--- config.mk ---
export PLATFORM = sky130hd
export DESIGN_NAME = evc_dual_top
export DESIGN_NICKNAME = d
export VERILOG_FILES = /design/src/rtl/evc_pkg.sv /design/src/rtl/evc_edge_sync.sv /design/src/rtl/evc_flag.sv /design/src/rtl/evc_dual_top.sv
export SDC_FILE = /design/constraint.sdc
export NUM_CORES = 1
export LEC_CHECK = 0
export BUFFER_PORTS_ARGS = -buffer_cell sky130_fd_sc_hd__buf_2
export CORE_ASPECT_RATIO = 0.75
export CORE_UTILIZATION = 25
export DETAILED_ROUTE_END_ITERATION = 8
export SYNTH_ARGS = -nofsm -noshare
export SYNTH_HDL_FRONTEND = slang
export SYNTH_SLANG_ARGS = --single-unit
--- constraint.sdc ---
create_clock -name clk -period 2.28 [get_ports clk]
set_input_delay 0.684 -clock clk [delete_from_list [all_inputs] [get_ports clk]]
set_output_delay 0.684 -clock clk [all_outputs]
set_load 0.005 [all_outputs]
--- src/rtl/evc_pkg.sv ---
package evc_pkg;
    localparam int CTRL_W = 8;

    localparam logic [1:0] ADDR_CTRL = 2'd0;
    localparam logic [1:0] ADDR_LO   = 2'd1;
    localparam logic [1:0] ADDR_HI   = 2'd2;

    localparam int BIT_CEN_LO = 0;
    localparam int BIT_CEN_HI = 1;
    localparam int BIT_SPLIT  = 2;
    localparam int BIT_SPARE  = 3;
    localparam int BIT_WRAP_LO = 6;
    localparam int BIT_WRAP_HI = 7;

    localparam int NUM_CH = 2;
    localparam int CH_LO  = 0;
    localparam int CH_HI  = 1;

    typedef struct packed {
        logic cen_lo;
        logic cen_hi;
        logic split;
        logic spare;
    } ctrl_t;
endpackage

--- src/rtl/evc_edge_sync.sv ---
module evc_edge_sync #(
    parameter int STAGES = 2
) (
    input  logic clk,
    input  logic rst_n,
    input  logic async_i,
    output logic pulse_o
);
    localparam int CHAIN_W = STAGES + 1;

    typedef struct packed {
        logic [CHAIN_W-1:0] chain;
    } sync_st_t;

    sync_st_t st_d, st_q;

    always_comb begin
        st_d.chain = {st_q.chain[CHAIN_W-2:0], async_i};
    end

    always_ff @(posedge clk or negedge rst_n) begin
        if (!rst_n) st_q <= '0;
        else        st_q <= st_d;
    end

    // Synchronized level is at index STAGES-1; index STAGES holds its previous value.
    assign pulse_o = st_q.chain[STAGES-1] & ~st_q.chain[STAGES];
endmodule

--- src/rtl/evc_flag.sv ---
module evc_flag (
    input  logic clk,
    input  logic rst_n,
    input  logic set_i,
    input  logic rd_i,
    input  logic clr_req_i,
    output logic flag_o
);
    typedef struct packed {
        logic flag;
        logic armed;
    } flag_st_t;

    flag_st_t st_d, st_q;

    always_comb begin
        st_d = st_q;
        if (rd_i && st_q.flag) begin
            st_d.armed = 1'b1;
        end
        if (clr_req_i && st_q.armed) begin
            st_d.armed = 1'b0;
            st_d.flag  = 1'b0;
        end
        if (set_i) begin
            st_d.flag = 1'b1;
        end
    end

    always_ff @(posedge clk or negedge rst_n) begin
        if (!rst_n) st_q <= '0;
        else        st_q <= st_d;
    end

    assign flag_o = st_q.flag;
endmodule

--- src/rtl/evc_dual_top.sv ---
module evc_dual_top
    import evc_pkg::*;
#(
    parameter int CNT_W       = 8,
    parameter int SYNC_STAGES = 2
) (
    input  logic             clk,
    input  logic             rst_n,
    input  logic             ev_lo_i,
    input  logic             ev_hi_i,
    input  logic [1:0]       addr_i,
    input  logic             wr_en_i,
    input  logic             rd_en_i,
    input  logic [CNT_W-1:0] wdata_i,
    output logic [CNT_W-1:0] rdata_o
);
    localparam logic [CNT_W-1:0] CNT_MAX = {CNT_W{1'b1}};
    localparam logic [CNT_W-1:0] CNT_ONE = {{(CNT_W-1){1'b0}}, 1'b1};

    typedef struct packed {
        ctrl_t            ctrl;
        logic [CNT_W-1:0] cnt_lo;
        logic [CNT_W-1:0] cnt_hi;
    } core_st_t;

    core_st_t st_d, st_q;

    logic [NUM_CH-1:0] ev_async;
    logic [NUM_CH-1:0] ev_pulse;
    logic [NUM_CH-1:0] wrap;
    logic [NUM_CH-1:0] flag;
    logic [NUM_CH-1:0] flag_clr;

    logic wr_ctrl, wr_lo, wr_hi, rd_ctrl;
    logic lo_inc, hi_src, hi_inc;

    assign ev_async[CH_LO] = ev_lo_i;
    assign ev_async[CH_HI] = ev_hi_i;

    generate
        for (genvar g = 0; g < NUM_CH; g++) begin : g_ch
            localparam int FBIT = (g == CH_LO) ? BIT_WRAP_LO : BIT_WRAP_HI;

            evc_edge_sync #(.STAGES(SYNC_STAGES)) u_sync (
                .clk     (clk),
                .rst_n   (rst_n),
                .async_i (ev_async[g]),
                .pulse_o (ev_pulse[g])
            );

            assign flag_clr[g] = wr_ctrl && !wdata_i[FBIT];

            evc_flag u_flag (
                .clk       (clk),
                .rst_n     (rst_n),
                .set_i     (wrap[g]),
                .rd_i      (rd_ctrl),
                .clr_req_i (flag_clr[g]),
                .flag_o    (flag[g])
            );
        end
    endgenerate

    assign wr_ctrl = wr_en_i && (addr_i == ADDR_CTRL);
    assign wr_lo   = wr_en_i && (addr_i == ADDR_LO);
    assign wr_hi   = wr_en_i && (addr_i == ADDR_HI);
    assign rd_ctrl = rd_en_i && (addr_i == ADDR_CTRL);

    always_comb begin
        st_d = st_q;

        lo_inc         = st_q.ctrl.cen_lo && ev_pulse[CH_LO];
        wrap[CH_LO]    = lo_inc && (st_q.cnt_lo == CNT_MAX) && !wr_lo;
        hi_src         = st_q.ctrl.split ? ev_pulse[CH_HI] : wrap[CH_LO];
        hi_inc         = st_q.ctrl.cen_hi && hi_src;
        wrap[CH_HI]    = hi_inc && (st_q.cnt_hi == CNT_MAX) && !wr_hi;

        if (wr_ctrl) begin
            st_d.ctrl.cen_lo = wdata_i[BIT_CEN_LO];
            st_d.ctrl.cen_hi = wdata_i[BIT_CEN_HI];
            st_d.ctrl.split  = wdata_i[BIT_SPLIT];
            st_d.ctrl.spare  = wdata_i[BIT_SPARE];
        end

        if (wr_lo)       st_d.cnt_lo = wdata_i;
        else if (lo_inc) st_d.cnt_lo = st_q.cnt_lo + CNT_ONE;

        if (wr_hi)       st_d.cnt_hi = wdata_i;
        else if (hi_inc) st_d.cnt_hi = st_q.cnt_hi + CNT_ONE;
    end

    always_ff @(posedge clk or negedge rst_n) begin
        if (!rst_n) st_q <= '0;
        else        st_q <= st_d;
    end

    logic [CTRL_W-1:0] ctrl_rd;

    always_comb begin
        ctrl_rd              = '0;
        ctrl_rd[BIT_CEN_LO]  = st_q.ctrl.cen_lo;
        ctrl_rd[BIT_CEN_HI]  = st_q.ctrl.cen_hi;
        ctrl_rd[BIT_SPLIT]   = st_q.ctrl.split;
        ctrl_rd[BIT_SPARE]   = st_q.ctrl.spare;
        ctrl_rd[BIT_WRAP_LO] = flag[CH_LO];
        ctrl_rd[BIT_WRAP_HI] = flag[CH_HI];
        case (addr_i)
            ADDR_CTRL: rdata_o = CNT_W'(ctrl_rd);
            ADDR_LO:   rdata_o = st_q.cnt_lo;
            ADDR_HI:   rdata_o = st_q.cnt_hi;
            default:   rdata_o = '0;
        endcase
    end
endmodule

== Word-level counts from Yosys, hierarchy flattened ==
Index checks and enable logic that the tools add are counted.
Word-level totals
  register bits: 30
  output and inout bits: 8
Operators by class
  $add $sub $neg: 2
  equality and inequality tests: 4
  mux-type cells: 12
  bitwise gates (word level): 4
  reductions and logical operators: 27
Operator list (count)
  8-bit two-way mux: 4
  8-bit case mux with 3 select lines: 1
  8-bit by 1-bit adder with 8-bit output, second input constant: 2
  8-bit == test, second input constant: 2
  1-bit logical AND: 16
  2-bit nonzero test: 6
  1-bit two-way mux: 5
  1-bit logical NOT: 4
  2-bit two-way mux: 2
  1-bit AND: 2
  2-bit by 1-bit == test with 1-bit output, second input constant: 1
  2-bit == test, second input constant: 1
  2-bit logical NOT: 1
  1-bit inverter: 2

== Longest topological paths before layout ==
Gate-level depths: netlist (run 1).
  depth in word-level cells: 10
  depth in mapped cells: 6
  mapped depth without buffers: 5

== Hierarchy ==
A second synthesis (run 1) with hierarchy kept.
Unflattened totals
  cell total of the unflattened synthesis: 174
  area, all modules: 1642.8 µm²
By module, submodules not included
  evc_dual_top: times used 1, cells an instance 154, area each 1315.0 µm², sequential area each 500.5 µm²
  evc_edge_sync: times used 2, cells an instance 4, area each 88.8 µm², sequential area each 75.1 µm²
  evc_flag: times used 2, cells an instance 6, area each 75.1 µm², sequential area each 50.0 µm²

== Least setup slack after synthesis (run 1) ==
No wires, ideal clock.
  kind: input to register
  from: in wr_en_i
  to: reg st_q[4] (netlist bit)
  setup time: 0.082 ns
  arrival: 2.068 ns
  setup slack: 0.130 ns
  cell stages on the path: 5
  buffers on the path: 1
  cell sequence: and3b_1 buf_2 o41a_1 or4_1 a31oi_1
Between the ends
  cells in the longest elaborated chain, start to end: 6
  elaborated cells on any way between the ends: 8
RTL lines
  from (decl): line evc_dual_top.sv:12  | input logic wr_en_i,
  1-bit logical AND: line evc_dual_top.sv:65  | assign wr_lo = wr_en_i && (addr_i == ADDR_LO);
  1-bit logical NOT: line evc_dual_top.sv:73  | wrap[CH_LO] = lo_inc && (st_q.cnt_lo == CNT_MAX) && !wr_lo;
  1-bit logical AND: line evc_dual_top.sv:73
  1-bit two-way mux: line evc_dual_top.sv:74  | hi_src = st_q.ctrl.split ? ev_pulse[CH_HI] : wrap[CH_LO];
  1-bit logical AND: line evc_dual_top.sv:75  | hi_inc = st_q.ctrl.cen_hi && hi_src;
  2-bit nonzero test (no line)
  to (signal assigned): line evc_dual_top.sv:94  | else st_q <= st_d;
  to (decl): line evc_dual_top.sv:26  | core_st_t st_d, st_q;
Parallel ways exist; a longest one is shown, timed or not.
A chain may end at the register's enable or synchronous reset.

== Worst setup path after layout (run 1) ==
  from: in addr_i[0]
  to: out rdata_o[4]
Between the ends
  cells in the longest elaborated chain, start to end: 2
  elaborated cells on any way between the ends: 4
RTL lines
  from (decl): line evc_dual_top.sv:11  | input logic [1:0] addr_i,
  2-bit == test (tied with other cells): line evc_dual_top.sv:107  | case (addr_i)
  8-bit case mux with 3 select lines (*): line evc_dual_top.sv:107
  to (decl): line evc_dual_top.sv:15  | output logic [CNT_W-1:0] rdata_o
Mark *: on every way between the ends. The rest lies on a longest branch, timed or not.

==> flow_summary.json, run 1 <==
{
  "drc": 0,
  "ant_nets": 0,
  "grt_pass1_vias": 1438,
  "critical_path_class": "in -> out",
  "power_density_nw_per_um2": 827.3,
  "clock_skew_ps": 2.918,
  "slew_headroom": 0.5328,
  "syn_area_per_cell_um2": 9.146,
  "htreeDepth": 2,
  "peakVddDrop_uv": 249.2,
  "rsz0062_at_grt": "false",
  "min_from": "g_ch[1].u_sync.st_q[0]",
  "crit_fanout": 10,
  "switching_share": 0.3554,
  "cts.sinks": 30,
  "p_switching_mw": 0.5926,
  "drtIter0Drc": 108,
  "crit_chain": "buf_2 > buf_4 > nor2b_1 > a22o_1 > buf_2",
  "start_util": 0.2624,
  "antenna_cells": 0,
  "ff2ff_path_depth": 5,
  "yosys.area.top_type_share": 0.4461,
  "pre_cts_ws_ps": 34.93,
  "netlist_instances": 184,
  "internal_power_mw": 1.075,
  "seqPwrFrac": 0.484,
  "vias_per_cell": 5.229,
  "grt_use_total": 0.1382,
  "cts_tree": "yes",
  "routedWlPerCell_um": 15.38,
  "startpoint": "addr_i[0]",
  "synthTopCellsByArea": "dfrtp_1, nand2_1, o21ai_0",
  "layout.nets": 234,
  "slew_viol_final": 0,
  "fin_crit_sh": 0.9607,
  "synth-seq-cells": 30,
  "overflow": 0,
  "die_h_um": 73.06,
  "synth_top_area_cell": "dfrtp_1",
  "clock_path_buffers": 2,
  "setup_violations": 0,
  "area_growth_pct": 19.78,
  "min_to": "g_ch[1].u_sync.st_q[1]",
  "worst-path-buf-inv": 3,
  "timing.rr.start": "st_q[8]",
  "fillCellCount": 686,
  "synth-main-ff-cell": "dfrtp_1",
  "hold_violations": 0,
  "path_common_cell": "buf_2",
  "cp_top_family": "buffers and inverters",
  "synth.distinct_cells": 42,
  "tns_ps": 0,
  "synth-async-reset-ratio": 1.000,
  "vias": 1553,
  "ios": 24,
  "dieArea_um2": 7067,
  "firstDrtPassIters": 4,
  "rows": 25,
  "grt_max_degree": 31,
  "numCtsBuffers": 5,
  "gp_congestion": 0.8646,
  "synth-seq-area-share": 0.4461,
  "total_leakage_power_nw": 0.8437,
  "drt-total-wl_um": 4568,
  "max_freq_mhz": 456.6,
  "r2r-end": "st_q[4]",
  "cp-end-kind": "output pin",
  "cp_slowest_cell": "nor2b_1",
  "slowest_delay_ps": 230,
  "yosys-top-cells-count": "dfrtp_1, nand2_1, o21ai_0",
  "tightest_slew_ps": 700.8,
  "whs_path_depth": 0,
  "pwr-share-clk": 0.238,
  "antenna_found_initial": 0,
  "required_ps": 1600,
  "rrSetupSlack_ps": 240,
  "cts_setup_buffers": 0,
  "yosys_warnings": 0,
  "clkTransAtPathRegs_ps": 60,
  "status": "finished, final reports clean",
  "post-route-min-period_ps": 2190,
  "hpwl_um": 3485,
  "clockRootBuffer": "clkbuf_8",
  "synth_fp_nets": 202,
  "fin_ws_ps": 89.66,
  "critPathLaunchType": "primary input",
  "die_w_um": 96.74,
  "drive_gt1_frac": 0.1991,
  "syn-cell-area_um2": 1683,
  "hold_path_class": "reg -> reg",
  "ctsHoldBuffers": 0,
  "grt_pass1_wl_um": 7479,
  "clk_latency_ps": 280,
  "combPwrFrac": 0.278,
  "port_buffers": 23,
  "crit_arrival_ps": 1510,
  "core_um2": 6412,
  "maxCapViolations": 0,
  "synth_edf_count": 0
}
-- worst max path at each step --
stage	cells after the start	endpoint	slack (ps)
finish	5	rdata_o[4]	90
global route	5	rdata_o[4]	10
CTS	5	rdata_o[2]	60
detailed placement	5	st_q[4]	30
global placement	5	st_q[4]	60
floorplan	5	st_q[4]	130
-- layout make-up --
class	count	area, um^2	share of cell area
multi-input cells	140	878.3	0.4358
clock buffers	7	76.32	0.03786
inverters	7	26.28	0.01304
flip-flops and latches	30	750.7	0.3724
repair buffers	32	182.7	0.09063
well taps	81	101.3	0.05028
-- power groups by stage --
stage	Clock [mW]	Combinational (mW)	Sequential (mW)
floorplan	0	0.315	0.764
global placement	0	0.451	0.813
detailed placement	0	0.462	0.813
CTS	0.413	0.465	0.803
global route	0.434	0.524	0.829
finish	0.396	0.464	0.807
-- registers in the layout, summed over array words and instances (netlist names) --
register,count
ctrl_rd,4
g_ch.u_flag.flag_o,2
g_ch.u_flag.st_q,2
g_ch.u_sync.st_q,6
st_q,16
-- stage by stage --
stage                     power [mW]  cells  area, um^2  hold slack, ps  utilization
final                          1.668    297        2016           349.2       0.3143
after global routing           1.786    297        2016           364.1       0.3143
after CTS                      1.681    297        2016           351.8       0.3143
after detailed placement       1.274    290        1939           337.9       0.3024
after global placement         1.263    290        1939           331.7       0.3024
after floorplan                1.080    184        1683           331.2            -
-- worst reg2reg max path: cells and delay by family (launching register included) --
family | cells | cell delay [ps]
adders and majority gates | 1 | 160
DFF | 1 | 390
and+or+nand+nor | 2 | 720
AOI/OAI and AO/OA | 2 | 700
-- layout by cell type, fill, tap and decap left out, types with 3 or more instances in the layout --
cell type / Yosys / routed
xnor2_1: 6 / 6
nor2_1: 8 / 8
nand2_1: 30 / 30
buf_4: 0 / 9
nand3_1: 12 / 12
dfrtp_1: 30 / 30
mux2i_1: 7 / 7
nor2b_1: 3 / 3
buf_2: 1 / 23
inv_1: 7 / 7
nor3_1: 4 / 4
or4_1: 5 / 5
nand4_1: 3 / 3
o21ai_0: 17 / 16
clkbuf_8: 0 / 5
a31oi_1: 7 / 7
o211ai_1: 4 / 4
-- kinds of logic (layout without fill, tap and decap cells) --
kind of cell / Yosys count / after routing / synth area share
buffers and inverters: 14 / 46 / 0.03197
adder cells (fa/ha/maj): 2 / 2 / 0.01487
AND/OR/NAND/NOR: 77 / 77 / 0.2335
XOR/XNOR: 7 / 7 / 0.03643
AO/OA/AOI/OAI: 45 / 45 / 0.1822
flip-flops: 30 / 30 / 0.4461
multiplexers: 9 / 9 / 0.05502
-- metal layers --
layer	up-vias	wire (um)	global-route usage
li1	739	-	-
met3	2	245	0.03448
met4	0	19	0.03980
met1	760	2587	0.2193
met2	52	1715	0.1776
met5	-	0	0
-- timing repair --
item,4_1_cts,5_1_grt
setup endpoints to repair,0,1
resized for setup,0,1
hold endpoints to repair,0,0
No activity file was read; power rests on OpenSTA's default activity.
==> inputs of run 2 (changes only) <==
Settings changed: CTS_CLUSTER_SIZE set to 20, SETUP_SLACK_MARGIN set to 0.5, SYNTH_HIERARCHICAL set to 1.
==> flow_summary.json, run 2 <==
{
  "overflow": 0,
  "status": "finished, final reports clean",
  "cts_tree": "yes",
  "antenna_cells": 0,
  "dieArea_um2": 6903,
  "peakVddDrop_uv": 295.2,
  "fillCellCount": 665,
  "yosys.area.top_type_share": 0.4570,
  "clkTransAtPathRegs_ps": 60,
  "layout.nets": 234,
  "tns_ps": 0,
  "rsz0062_at_grt": "true",
  "fin_util": 0.3404,
  "largest_reg_flops": 16,
  "vias": 1378,
  "fin_ws_ps": 206.0,
  "required_ps": 1600,
  "top_register": "st_q",
  "most-common-layout-cells": "nand2_1, dfrtp_1, buf_2",
  "synthTopCellsByArea": "dfrtp_1, nand2_1, mux2i_1",
  "setup_violations": 0,
  "synth_edf_count": 0,
  "critPathLaunchType": "primary input",
  "max_freq_mhz": 482.2,
  "tightest_slew_ps": 684.0,
  "firstDrtPassIters": 4,
  "fin_cells": 298,
  "synth-main-ff-cell": "dfrtp_1",
  "start_util": 0.2600,
  "core_um2": 6319,
  "hold_ws_ps": 348.3,
  "drt-total-wl_um": 4108,
  "maxCapViolations": 0,
  "synth-seq-area-share": 0.4570,
  "clock_skew_ps": 11.73,
  "routedWlPerCell_um": 13.79,
  "grt_use_total": 0.1363,
  "layout_commonest_cell": "nand2_1",
  "crit_fanout": 8,
  "slew_viol_final": 0,
  "vias_per_cell": 4.624,
  "cts.sinks": 30,
  "yosys.cell_count.top_type": "nand2_1",
  "hold_path_class": "reg -> reg",
  "die_w_um": 95.61,
  "synth_top_area_cell": "dfrtp_1",
  "grt_pass1_vias": 1419,
  "port_buffers": 23,
  "htreeDepth": 2,
  "gp_congestion": 0.8108,
  "syn-cell-area_um2": 1643,
  "antenna_found_initial": 0,
  "clock_path_buffers": 2,
  "drive_gt1_frac": 0.2719,
  "syn_area_per_cell_um2": 9.442,
  "hpwl_um": 3048,
  "synth.distinct_cells": 33,
  "synth_fp_nets": 192,
  "pre_cts_ws_ps": 106.7,
  "post-route-min-period_ps": 2074,
  "die_h_um": 72.21,
  "grt_max_degree": 31,
  "clockRootBuffer": "clkbuf_8",
  "netlist_instances": 174,
  "synth-async-reset-ratio": 1.000,
  "area_growth_pct": 30.92,
  "power_density_nw_per_um2": 838.5,
  "ff_latch_area_um2": 752.0,
  "grt_pass1_wl_um": 7024,
  "numCtsBuffers": 5,
  "critical_path_class": "in -> out",
  "ios": 24,
  "drc": 0,
  "multiInputGateArea_um2": 903.4,
  "drtIter0Drc": 109,
  "hold_violations": 0,
  "dp_cells": 278,
  "clk_latency_ps": 290,
  "cp-end-kind": "output pin",
  "fin_crit_sh": 0.9097,
  "ant_nets": 0,
  "yosys-top-cells-count": "nand2_1, dfrtp_1, nor2_1, o21ai_0, mux2i_1",
  "rows": 25,
  "crit_arrival_ps": 1390,
  "yosys_warnings": 6,
  "synth-seq-cells": 30,
  "slew_headroom": 0.5440,
  "total_leakage_power_nw": 0.9773
}
## run 2: path summary, 6_finish.rpt
check	from	to	slack (ps)	cells past startpoint
max in group asynchronous	rst_n	st_q[8]	1380	1
min in group asynchronous	rst_n	st_q[10]	430	1
hold reg to reg	g_ch[1].u_sync/st_q[0]	g_ch[1].u_sync/st_q[1]	350	0
setup / recovery	addr_i[0]	rdata_o[5]	210	5
hold / removal	g_ch[1].u_sync/st_q[0]	g_ch[1].u_sync/st_q[1]	350	0
setup reg to reg	st_q[9]	st_q[6]	480	6
## run 2: cell families after synthesis
family / count (synthesis) / share of synthesized area
DFF: 30 / 0.4570
muxes: 11 / 0.06702
AOI/OAI and AO/OA: 31 / 0.1059
buffers and inverters: 5 / 0.02208
and+or+nand+nor: 83 / 0.2689
adders and majority gates: 2 / 0.01523
xor gates and xnor gates: 12 / 0.06398
## run 2: routing by layer
layer	share of wire	up-vias	GRT usage
li1	-	689	-
met1	0.45	658	0.1763
met2	0.48	26	0.2238
met3	0.051	5	0.03459
met4	0.0095	0	0.04312
met5	0	-	0
## run 2: area by class of cell
type	count	area share
multi-input combinational	139	0.4200
sequential	30	0.3496
timing repair buffer	40	0.1338
tap	81	0.04712
clock buffer	7	0.03549
clock inverter	1	0.01396
## run 2: power by group
group	internal, mW	total, mW	switching, mW
Clock	0.327	0.532	0.205
Combinational	0.268	0.472	0.203
Sequential	0.639	0.800	0.161
Total	1.23	1.80	0.569
## run 2: stage by stage
step	instance area, um^2	power [mW]
2_1_floorplan	1664	0.9902
3_3_place_gp	1866	1.127
3_5_place_dp	1866	1.133
6_report	2151	1.803
4_1_cts	2091	1.743
5_1_grt	2151	1.921
## run 2: what timing repair did
item	CTS	global route
cloned	1	0
setup buffers	7	4
pin swaps	3	6
gates resized for setup	17	11
setup endpoints to repair	16	15
hold buffers	0	0
## run 2: worst max-delay path: stages
cell and delay [ps]:
buf_8 100, nor2b_1 110, buf_4 150, a22o_1 210, buf_2 120
